<file path="src/rtl/cic_pkg.sv">
package cic_pkg;

  localparam int WORD_W = 32;
  localparam int CMD_W  = 7;
  localparam int CNT_W  = 8;
  localparam int IMM_W  = 16;
  localparam int STAT_W = 16;
  localparam int MASK_W = 3;
  localparam int HOST_W = 4;

  // status bit positions
  localparam int ST_ER1 = 13;
  localparam int ST_ER0 = 12;
  localparam int ST_INT = 11;
  localparam int ST_PIS = 10;

  // mask bit positions
  localparam int MSK_MII = 0;
  localparam int MSK_ME0 = 1;
  localparam int MSK_ME1 = 2;

  // control strobes
  localparam int CTL_RST = 0;
  localparam int CTL_CAN = 3;

  typedef enum logic [1:0] {
    PS_IDLE   = 2'd0,
    PS_WAIT   = 2'd1,
    PS_DECODE = 2'd2,
    PS_STALL  = 2'd3
  } pstate_e;

  typedef struct packed {
    logic             irq;
    logic [CMD_W-1:0] cmd;
    logic [CNT_W-1:0] cnt;
    logic [IMM_W-1:0] imm;
  } cmd_word_t;

  function automatic cmd_word_t split_word(input logic [WORD_W-1:0] w);
    return cmd_word_t'(w);
  endfunction

  function automatic logic cmd_is_legal(input logic [CMD_W-1:0] c);
    logic ok;
    ok = (c <= 7'h07);
    ok = ok | ((c >= 7'h10) && (c <= 7'h15));
    ok = ok | (c == 7'h17) | (c == 7'h20) | (c == 7'h30) | (c == 7'h31);
    ok = ok | (c == 7'h4A) | (c == 7'h50) | (c == 7'h51);
    ok = ok | (c[6:5] == 2'b11);
    return ok;
  endfunction

endpackage

</file>
<file path="src/rtl/cic_fetch.sv">
module cic_fetch
  import cic_pkg::*;
(
  input  logic              clk,
  input  logic              rst_n,
  input  logic [WORD_W-1:0] fifo_word,
  input  logic              fifo_valid,
  input  logic              busy,
  input  logic              ctl_wr,
  input  logic              flush,
  input  logic              consume,
  output logic              fifo_ready,
  output logic              accept,
  output logic              held,
  output logic [WORD_W-1:0] code_q
);

  assign fifo_ready = !held && !busy && !ctl_wr;
  assign accept     = fifo_valid && fifo_ready;

  always_ff @(posedge clk) begin
    if (!rst_n) begin
      code_q <= '0;
      held   <= 1'b0;
    end else if (accept) begin
      code_q <= fifo_word;
      held   <= 1'b1;
    end else if (consume || flush) begin
      held   <= 1'b0;
    end
  end


  code_capture_chk: assert property (@(posedge clk) disable iff (!rst_n)
    accept |=> (held && code_q == $past(fifo_word)));

endmodule

</file>
<file path="src/rtl/cic_decide.sv">
module cic_decide
  import cic_pkg::*;
#(
  parameter logic [CMD_W-1:0] MARK_CMD = 7'h07
)(
  input  logic             held,
  input  logic             busy,
  input  logic             ctl_wr,
  input  logic             irq,
  input  logic [CMD_W-1:0] cmd,
  input  logic             stall_any,
  input  logic             noloop,
  input  logic             mask_mii,
  output logic             ev_blocked,
  output logic             ev_intr_new,
  output logic             ev_intr_resume,
  output logic             ev_int_stall,
  output logic             ev_illegal,
  output logic             ev_dispatch,
  output logic             ev_consume
);

  logic issue, go, exec_ok, legal;

  always_comb begin
    issue          = held && !busy && !ctl_wr;
    go             = issue && !stall_any;
    ev_blocked     = issue && stall_any;
    ev_intr_new    = go && irq && !noloop;
    ev_intr_resume = go && irq && noloop;
    ev_int_stall   = ev_intr_new && !mask_mii && (cmd != MARK_CMD);
    exec_ok        = go && !ev_int_stall;
    legal          = cmd_is_legal(cmd);
    ev_illegal     = exec_ok && !legal;
    ev_dispatch    = exec_ok && legal;
    ev_consume     = exec_ok;
  end

endmodule

</file>
<file path="src/rtl/cic_status.sv">
module cic_status
  import cic_pkg::*;
(
  input  logic              clk,
  input  logic              rst_n,
  input  logic              ev_blocked,
  input  logic              ev_intr_new,
  input  logic              ev_intr_resume,
  input  logic              ev_int_stall,
  input  logic              ev_illegal,
  input  logic              ev_dispatch,
  input  logic              accept,
  input  logic              ctl_reset,
  input  logic              ctl_cancel,
  input  logic              mask_wr,
  input  logic [MASK_W-1:0] mask_data,
  input  logic              disp_done,
  input  logic              tag_mismatch,
  output logic [STAT_W-1:0] status_word,
  output logic              stall_any,
  output logic              noloop,
  output logic              mask_mii,
  output logic              busy,
  output logic              fire
);

  logic              er0, er1, intf, pis;
  logic [MASK_W-1:0] mask;
  pstate_e           pstate, pstate_n;
  logic              done_ev;

  assign done_ev   = busy && disp_done;
  assign stall_any = er0 || er1 || pis;
  assign mask_mii  = mask[MSK_MII];

  always_comb begin
    pstate_n = pstate;
    if (ctl_reset)
      pstate_n = (busy && !disp_done) ? PS_WAIT : PS_IDLE;
    else if (ctl_cancel && pstate == PS_STALL)
      pstate_n = PS_IDLE;
    else if (ev_blocked || ev_int_stall)
      pstate_n = PS_STALL;
    else if (ev_illegal)
      pstate_n = mask[MSK_ME1] ? PS_IDLE : PS_STALL;
    else if (ev_dispatch)
      pstate_n = PS_WAIT;
    else if (done_ev)
      pstate_n = PS_IDLE;
    else if (accept && pstate == PS_IDLE)
      pstate_n = PS_DECODE;
  end

  always_ff @(posedge clk) begin
    if (!rst_n) begin
      er0    <= 1'b0;
      er1    <= 1'b0;
      intf   <= 1'b0;
      pis    <= 1'b0;
      noloop <= 1'b0;
      busy   <= 1'b0;
      fire   <= 1'b0;
      mask   <= '0;
      pstate <= PS_IDLE;
    end else begin
      pstate <= pstate_n;
      fire   <= ev_dispatch;
      if (mask_wr) mask <= mask_data;
      if (ev_dispatch)  busy <= 1'b1;
      else if (done_ev) busy <= 1'b0;
      if (ctl_reset) begin
        er0    <= 1'b0;
        er1    <= 1'b0;
        intf   <= 1'b0;
        pis    <= 1'b0;
        noloop <= 1'b0;
      end else begin
        if (busy && tag_mismatch && !mask[MSK_ME0]) er0 <= 1'b1;
        if (ev_intr_new) begin
          intf <= 1'b1;
          if (!mask[MSK_MII]) pis <= 1'b1;
        end
        if (ev_int_stall)   noloop <= 1'b1;
        if (ev_intr_resume) noloop <= 1'b0;
        if (ev_illegal && !mask[MSK_ME1]) er1 <= 1'b1;
        if (ctl_cancel) begin
          pis  <= 1'b0;
          intf <= 1'b0;
        end
      end
    end
  end

  always_comb begin
    status_word         = '0;
    status_word[ST_ER1] = er1;
    status_word[ST_ER0] = er0;
    status_word[ST_INT] = intf;
    status_word[ST_PIS] = pis;
    status_word[1:0]    = pstate;
  end


  no_issue_stalled_chk: assert property (@(posedge clk) disable iff (!rst_n)
    fire |-> $past(!stall_any));


  dispatch_wait_chk: assert property (@(posedge clk) disable iff (!rst_n)
    ev_dispatch |=> (busy && pstate == PS_WAIT));


  int_stall_hold_chk: assert property (@(posedge clk) disable iff (!rst_n)
    ev_int_stall |=> (pstate == PS_STALL && pis && intf && noloop));


  cancel_clears_chk: assert property (@(posedge clk) disable iff (!rst_n)
    (ctl_cancel && !ctl_reset) |=> (!pis && !intf));


  masked_illegal_chk: assert property (@(posedge clk) disable iff (!rst_n)
    (ev_illegal && mask[MSK_ME1]) |=> (!er1 && pstate == PS_IDLE));


  masked_tag_chk: assert property (@(posedge clk) disable iff (!rst_n)
    (busy && tag_mismatch && mask[MSK_ME0] && !er0 && !mask_wr) |=> !er0);


  single_fire_chk: assert property (@(posedge clk) disable iff (!rst_n)
    fire |=> !fire);

endmodule

</file>
<file path="src/rtl/cmd_issue_ctrl.sv">
module cmd_issue_ctrl
  import cic_pkg::*;
#(
  parameter logic [CMD_W-1:0] MARK_CMD = 7'h07
)(
  input  logic              clk,
  input  logic              rst_n,
  input  logic [WORD_W-1:0] fifo_word,
  input  logic              fifo_valid,
  output logic              fifo_ready,
  output logic              disp_valid,
  output logic [CMD_W-1:0]  disp_cmd,
  output logic [CNT_W-1:0]  disp_count,
  output logic [IMM_W-1:0]  disp_imm,
  input  logic              disp_done,
  input  logic              tag_mismatch,
  input  logic              host_wr_en,
  input  logic              host_wr_sel,
  input  logic [HOST_W-1:0] host_wr_data,
  output logic [STAT_W-1:0] status,
  output logic [WORD_W-1:0] code_word
);

  logic      ctl_wr, ctl_reset, ctl_cancel, mask_wr;
  logic      accept, held, busy, stall_any, noloop, mask_mii;
  logic      ev_blocked, ev_intr_new, ev_intr_resume, ev_int_stall;
  logic      ev_illegal, ev_dispatch, ev_consume;
  cmd_word_t fields;

  assign ctl_wr     = host_wr_en && !host_wr_sel;
  assign ctl_reset  = ctl_wr && host_wr_data[CTL_RST];
  assign ctl_cancel = ctl_wr && host_wr_data[CTL_CAN];
  assign mask_wr    = host_wr_en && host_wr_sel;
  assign fields     = split_word(code_word);

  assign disp_cmd   = fields.cmd;
  assign disp_count = fields.cnt;
  assign disp_imm   = fields.imm;

  cic_fetch u_fetch (
    .clk        (clk),
    .rst_n      (rst_n),
    .fifo_word  (fifo_word),
    .fifo_valid (fifo_valid),
    .busy       (busy),
    .ctl_wr     (ctl_wr),
    .flush      (ctl_reset),
    .consume    (ev_consume),
    .fifo_ready (fifo_ready),
    .accept     (accept),
    .held       (held),
    .code_q     (code_word)
  );

  cic_decide #(.MARK_CMD(MARK_CMD)) u_decide (
    .held           (held),
    .busy           (busy),
    .ctl_wr         (ctl_wr),
    .irq            (fields.irq),
    .cmd            (fields.cmd),
    .stall_any      (stall_any),
    .noloop         (noloop),
    .mask_mii       (mask_mii),
    .ev_blocked     (ev_blocked),
    .ev_intr_new    (ev_intr_new),
    .ev_intr_resume (ev_intr_resume),
    .ev_int_stall   (ev_int_stall),
    .ev_illegal     (ev_illegal),
    .ev_dispatch    (ev_dispatch),
    .ev_consume     (ev_consume)
  );

  cic_status u_status (
    .clk            (clk),
    .rst_n          (rst_n),
    .ev_blocked     (ev_blocked),
    .ev_intr_new    (ev_intr_new),
    .ev_intr_resume (ev_intr_resume),
    .ev_int_stall   (ev_int_stall),
    .ev_illegal     (ev_illegal),
    .ev_dispatch    (ev_dispatch),
    .accept         (accept),
    .ctl_reset      (ctl_reset),
    .ctl_cancel     (ctl_cancel),
    .mask_wr        (mask_wr),
    .mask_data      (host_wr_data[MASK_W-1:0]),
    .disp_done      (disp_done),
    .tag_mismatch   (tag_mismatch),
    .status_word    (status),
    .stall_any      (stall_any),
    .noloop         (noloop),
    .mask_mii       (mask_mii),
    .busy           (busy),
    .fire           (disp_valid)
  );


  marker_runs_chk: assert property (@(posedge clk) disable iff (!rst_n)
    (ev_intr_new && fields.cmd == MARK_CMD && !stall_any) |=> disp_valid);


  illegal_no_fire_chk: assert property (@(posedge clk) disable iff (!rst_n)
    ev_illegal |=> !disp_valid);

endmodule

</file>
<file path="config.mk">
export PLATFORM = sky130hd
export DESIGN_NAME = cmd_issue_ctrl
export DESIGN_NICKNAME = d
export VERILOG_FILES = /design/src/rtl/cic_pkg.sv /design/src/rtl/cic_fetch.sv /design/src/rtl/cic_decide.sv /design/src/rtl/cic_status.sv /design/src/rtl/cmd_issue_ctrl.sv
export SDC_FILE = /design/constraint.sdc
export NUM_CORES = 1
export LEC_CHECK = 0
export CAP_MARGIN = 20
export CORE_ASPECT_RATIO = 1.1
export CORE_MARGIN = 4
export CORE_UTILIZATION = 35
export CTS_CLUSTER_DIAMETER = 60
export DETAILED_ROUTE_END_ITERATION = 12
export GPL_TIMING_DRIVEN = 0
export PLACE_DENSITY = 0.72
export SLEW_MARGIN = 20
export SYNTH_ARGS = -nofsm -noshare
export SYNTH_HDL_FRONTEND = slang
export SYNTH_HIERARCHICAL = 1
export SYNTH_SLANG_ARGS = --single-unit
export TNS_END_PERCENT = 1
</file>
<file path="constraint.sdc">
create_clock -name clk -period 5.8 [get_ports clk]
set_input_delay 0.58 -clock clk [delete_from_list [all_inputs] [get_ports clk]]
set_output_delay 0.58 -clock clk [all_outputs]
set_load 0.02 [all_outputs]
</file>
==> impl_metrics.csv, run 1 <==
group,metric,value,unit
global_routing,overflow,0,
route,drt_first_pass_iters,4,
worst_setup_path,r2r-start,"u_status/pis$_SDFFE_PP0P_",
min_path,hp-start,"u_fetch/code_q[1]$_SDFFE_PN0P_",
min_path,holdPathStages,2,
timing,finClkSkew,0.003312,ns
worst_setup_path,endpoint_kind,"primary output",
route,ant_nets,0,
synth,yosys_warnings,6,
clock_tree,cts_resized,0,
final_layout,layout.nets,441,
final_layout,regArea,900.9,um^2
place,port_buffers,113,
timing,drv_slew,0,
timing,fin_tns_setup,0,ns
worst_setup_path,r2r_slack,3.63,ns
place,place.gp.congestion,0.7540,
pwr,powerDensity,224.6,mW/mm^2
route,vias,2160,
route,routed_wl,6134,um
worst_setup_path,crit_type,"primary input to primary output",
run,cap_violations,0,
final_layout,final_core_util,0.5698,
synth,synth.avg_cell_area,9.042,um^2
synth,synth_area,0.002432,mm^2
clock_tree,cts_tree,"done",
clock_tree,clk_path_buf_depth,2,
pwr,ir_drop,0.1017,mV
final_layout,multi_input_area,0.001107,mm^2
route,drc,0,
timing,rsz0062_at_grt,"no",
clock_tree,holdBufCountCts,0,
route,via_per_inst,4.491,
timing,hold_viol_final,0,
timing,setup_viol,0,
worst_setup_path,cp_slowest_stage_delay,0.64,ns
place,place_hpwl,4720,um
floorplanning,pin_count,124,
timing,period_needed,2.736,ns
timing,slew_headroom,0.6593,
pwr,power,853.6,uW
clock_tree,clkSlewWorstSetupHoldPaths,0.08,ns
synth,ys_seq_area_frac,0.3704,
global_routing,antenna_found_initial,0,
synth,netlist_instances,269,
clock_tree,cts_setup_buffers,0,
worst_setup_path,worstPathMaxFanout,4,
worst_setup_path,crit_slowest_cell,"clkdlybuf4s50_1",
worst_setup_path,timing.rr.end,"u_status/pstate[1]$_SDFFE_PN0P_",
route,drtIter0Drc,38,
timing,worst_slew_pin_slew,0.5111,ns
outcome,status,"complete, no violations",
worst_setup_path,worst_setup_path_start_kind,"primary input",
final_layout,layout_common_cells,"clkdlybuf4s50_1 (113), nand2_1 (65), buf_4 (45), dfxtp_1 (45), mux2i_1 (35)",
global_routing,grt_usage,0.1467,
clock_tree,clock-sinks,45,
worst_setup_path,crit_chain,"clkdlybuf4s50_1 -> and2b_2 -> nor3_1 -> clkdlybuf4s50_1",
final_layout,final_common_cell,"clkdlybuf4s50_1",
global_routing,first_global_vias,2120,
final_layout,area_growth,56.28,%
synth,ys_types,44,
min_path,hold_end,"u_fetch/code_q[1]$_SDFFE_PN0P_",
floorplanning,dieWidth,87.49,um
final_layout,fillers,636,
worst_setup_path,rr_worst_depth,7,
global_routing,grt_pass1_wl,9887,um
min_path,hold_class,"flop to flop",
floorplanning,chipHeight,95.43,um
floorplanning,row_count,31,
place,place_area,0.003700,mm^2
floorplanning,die_area,0.008349,mm^2
synth,ys_ff_latch,45,
clock_tree,cts-root-buf,"clkbuf_8",
timing,fin_crit_sh,0.4717,
clock_tree,clk_latency,0.29,ns
floorplanning,fp.coreArea,0.006671,mm^2
final_layout,n_antenna_cell,0,
worst_setup_path,arrival,2.16,ns
timing,max_freq,365.5,MHz
floorplanning,initial_core_util,0.3646,
worst_setup_path,worstPathRequired,5.22,ns
final_layout,postLayoutCellArea,0.003801,mm^2
worst_setup_path,cp_common_cell,"clkdlybuf4s50_1",
route,wire_per_inst,12.75,um
global_routing,grt_max_degree,14,
clock_tree,h-tree-depth,2,
pwr,leakagePower,0.001583,uW
final_layout,drive_gt1_frac,0.1905,
clock_tree,numCtsBuffers,5,
-- sequential cells by signal, summed over array words and instances (netlist names) --
signal           count
u_fetch/code_q      32
u_status/fire        1
u_status/pstate      2
u_status/er0         1
u_status/busy        1
u_status/mask        3
u_status/noloop      1
u_status/intf        1
u_fetch/held         1
u_status/pis         1
u_status/er1         1
-- worst max path at each step --
stage / cells after the start / end / startpoint / slack [ns]
after floorplan: 7 / u_status/pstate[1]$_SDFFE_PN0P_ / host_wr_sel / 3.77
after global placement: 8 / u_status/pstate[1]$_SDFFE_PN0P_ / host_wr_sel / 3.01
after detailed placement: 8 / u_status/pstate[1]$_SDFFE_PN0P_ / host_wr_sel / 2.99
after CTS: 4 / fifo_ready / host_wr_sel / 3.06
after global routing: 4 / fifo_ready / host_wr_sel / 3.00
final: 4 / fifo_ready / host_wr_sel / 3.06
-- power by group --
part	switching, uW	total [uW]	internal, uW
registers	24.3	356	332
clock network	108	216	108
logic	124	282	157
-- area by class of cell --
type                       instances  share of cell area
buffer                            56              0.1155
timing repair buffer             113              0.2976
clock buffer                       7             0.02535
sequential                        45              0.2370
tap                               82             0.02699
inverter                           5            0.004937
clock inverter                     1            0.001317
multi-input combinational        172              0.2913
-- logic make-up after synthesis --
kind of cell           share of synthesized area
AO/OA/AOI/OAI                            0.05710
buffers and inverters                     0.1883
flip-flops                                0.3704
multiplexers                              0.1487
other                                   0.001542
AND/OR/NAND/NOR                           0.2341
-- per-stage QoR --
| step | instances | hold WS, ns | setup slack, ns |
|---|---|---|---|
| finish | 481 | 0.4791 | 3.064 |
| global placement | 473 | 0.4575 | 3.014 |
| CTS | 481 | 0.4815 | 3.058 |
| global route | 481 | 0.4926 | 2.999 |
| detailed placement | 473 | 0.4667 | 2.989 |
| floorplan | 278 | 0.4516 | 3.770 |
-- routing by layer --
layer	up-vias	global-route usage	share of wire	wire, um
li1	1092	-	-	-
met1	986	0.1834	0.43	2652
met2	76	0.2469	0.49	3007
met3	6	0.04149	0.069	423
met4	0	0.03836	0.0083	51
met5	-	0	0	0
-- worst max-delay path, delay by kind of cell --
| family | cells | cell delay [ns] |
|---|---|---|
| buf+inv | 2 | 1.13 |
| simple gates | 2 | 0.45 |
-- Yosys cell counts, drive strengths merged --
master  instances  area (um^2)
nand3b          3        22.52
or3             2        17.52
a211oi          1        12.51
nor3            4        20.02
mux2            1        11.26
o21a            2        15.01
o41ai           1        27.53
nor4            1        6.260
a21oi           5        28.78
nor4bb          2        20.02
a31oi           1        6.260
dfxtp          45        900.9
and3            1        6.260
a31o            2        17.52
mux2i          35        350.3
and2            2        13.77
or2b            1        7.510
nand4b          2        17.52
nor4b           2        38.78
nor2b           6        37.54
inv             5        18.77
conb            1        3.750
nand3           1        5.000
nor2            8        30.03
nand2          65        244.0
and2b           1        8.760
a21boi          1        7.510
nand2b          3        26.27
clkbuf          4        15.01
nor3b           1        12.51
o21ai           4        23.77
and3b           3        28.78
buf            52        424.2
nand4           1        6.260
Power figures use the tool's default switching activity.
==> run 2, diff against run 1 <==
Settings changed: PLACE_DENSITY 0.72 to 0.75.
Clock period 5.8 ns to 2.33 ns, I/O delays scaled along.
==> run 2 against run 1 <==
Effect of this change:
- critical path depth rose by 3
- die area unchanged
- non-clock buffer count did not move
- sequential power up 150%
- final area grew 0.46%
- critical path type is now flop to flop
==> impl_metrics.csv, run 2 (synthesized netlist as in run 1, its figures left out) <==
group,metric,value,unit
worst_setup_path,crit_type,"flop to flop",
place,place_area,0.003700,mm^2
worst_setup_path,cp_top_family,"simple AND/OR/NAND/NOR gates",
global_routing,antenna_found_initial,0,
clock_tree,clk_latency,0.30,ns
final_layout,fillers,615,
pwr,power,2193,uW
worst_setup_path,crit_chain,"or3_1 -> nor4b_4 -> o21ai_2 -> a21oi_2 -> nor2b_1 -> nor4_1 -> nor4bb_1",
final_layout,area_growth,57.00,%
route,via_per_inst,4.503,
route,routed_wl,6273,um
clock_tree,cts_setup_buffers,0,
final_layout,layout_common_cells,"clkdlybuf4s50_1 (113), nand2_1 (65), buf_4 (45), dfxtp_1 (45), mux2i_1 (35)",
timing,finClkSkew,0.009983,ns
worst_setup_path,cp.buffers_inverters,0,
final_layout,drive_gt1_frac,0.1930,
run,cap_violations,0,
floorplanning,initial_core_util,0.3646,
clock_tree,cts-root-buf,"clkbuf_8",
final_layout,n_antenna_cell,0,
worst_setup_path,startpoint,"u_status/pis$_SDFFE_PP0P_",
worst_setup_path,endpoint_kind,"flop",
clock_tree,cts_tree,"done",
timing,setup_viol,0,
route,wire_per_inst,13.04,um
global_routing,overflow,0,
min_path,hp-start,"fifo_word[14]",
worst_setup_path,crit_slowest_cell,"or3_1",
timing,hold_viol_final,0,
floorplanning,fp.coreArea,0.006671,mm^2
global_routing,grt_usage,0.1509,
final_layout,top_register,"u_fetch/code_q",
clock_tree,h-tree-depth,2,
timing,fin_tns_setup,0,ns
outcome,status,"complete, no violations",
floorplanning,dieWidth,87.49,um
worst_setup_path,cp_slowest_stage_delay,0.42,ns
place,place.gp.congestion,0.7378,
timing,period_needed,2.070,ns
clock_tree,holdBufCountCts,0,
clock_tree,numCtsBuffers,5,
min_path,hold_class,"primary input to flop",
final_layout,layout.nets,441,
clock_tree,clock-sinks,45,
route,drc,0,
pwr,ir_drop,0.2692,mV
final_layout,regArea,900.9,um^2
worst_setup_path,r2r-start,"u_status/pis$_SDFFE_PP0P_",
route,drt_first_pass_iters,4,
timing,fin_crit_sh,0.8882,
floorplanning,chipHeight,95.43,um
global_routing,grt_max_degree,16,
clock_tree,clk_path_buf_depth,2,
clock_tree,clkSlewWorstSetupHoldPaths,0.09,ns
global_routing,first_global_vias,2139,
place,place_hpwl,4832,um
floorplanning,die_area,0.008349,mm^2
route,ant_nets,0,
timing,drv_slew,0,
worst_setup_path,worstPathMaxFanout,4,
timing,max_freq,483.2,MHz
place,port_buffers,113,
route,vias,2166,
final_layout,top_regs,"u_fetch/code_q x32, u_status/mask x3, u_status/pstate x2",
final_layout,final_core_util,0.5724,
timing,worst_slew_pin_slew,0.5011,ns
floorplanning,pin_count,124,
final_layout,largest_reg_flops,32,
route,drtIter0Drc,43,
final_layout,multi_input_area,0.001111,mm^2
global_routing,grt_pass1_wl,10090,um
worst_setup_path,worst_setup_path_start_kind,"flop",
worst_setup_path,arrival,2.27,ns
timing,slew_headroom,0.6659,
final_layout,final_common_cell,"clkdlybuf4s50_1",
pwr,leakagePower,0.001583,uW
worst_setup_path,worstPathRequired,2.53,ns
final_layout,postLayoutCellArea,0.003819,mm^2
floorplanning,row_count,31,
pwr,powerDensity,574.3,mW/mm^2
timing,rsz0062_at_grt,"no",
clock_tree,cts_resized,0,
[run 2: through the flow]
stage | worst slack [ns] | instances | hold WS (ns)
global placement | -0.09088 | 473 | 0.4563
global route | 0.03673 | 481 | 0.4796
floorplan | 0.4484 | 278 | 0.3506
detailed placement | -0.1231 | 473 | 0.4684
CTS | 0.1471 | 481 | 0.4605
finish | 0.2604 | 481 | 0.4728
[run 2: area by class of cell]
cell class              count  area share
clock buffers               5     0.01802
multi-input cells         172      0.2910
inverters                   5    0.004915
flip-flops and latches     45      0.2359
repair buffers            113      0.2962
well taps                  82     0.02687
plain buffers              56      0.1150
clock inverters             3     0.01212
[run 2: worst min-delay path, cell delays in order]
cell             delay, ns
clkdlybuf4s50_1       0.39
nand2_1               0.05
mux2i_1               0.05
[run 2: path summary, 6_finish.rpt]
check / endpoint / slack, ns / depth (start not counted)
max reg2reg: u_status/pstate[1]$_SDFFE_PN0P_ / 0.26 / 7
min reg2reg: u_fetch/code_q[0]$_SDFFE_PN0P_ / 0.48 / 2
max: u_status/pstate[1]$_SDFFE_PN0P_ / 0.26 / 7
min: u_fetch/code_q[14]$_SDFFE_PN0P_ / 0.47 / 3
[run 2: power by group]
part	switching [uW]	internal (uW)
sequential	62.5	826
clock	278	321
combinational	313	392
total	653	1540
[run 2: layer usage]
layer	vias up	share of wire	track usage
met5	-	0	0
met4	0	0.013	0.04220
met3	7	0.070	0.04149
met2	80	0.49	0.2563
met1	989	0.42	0.1863
li1	1090	-	-
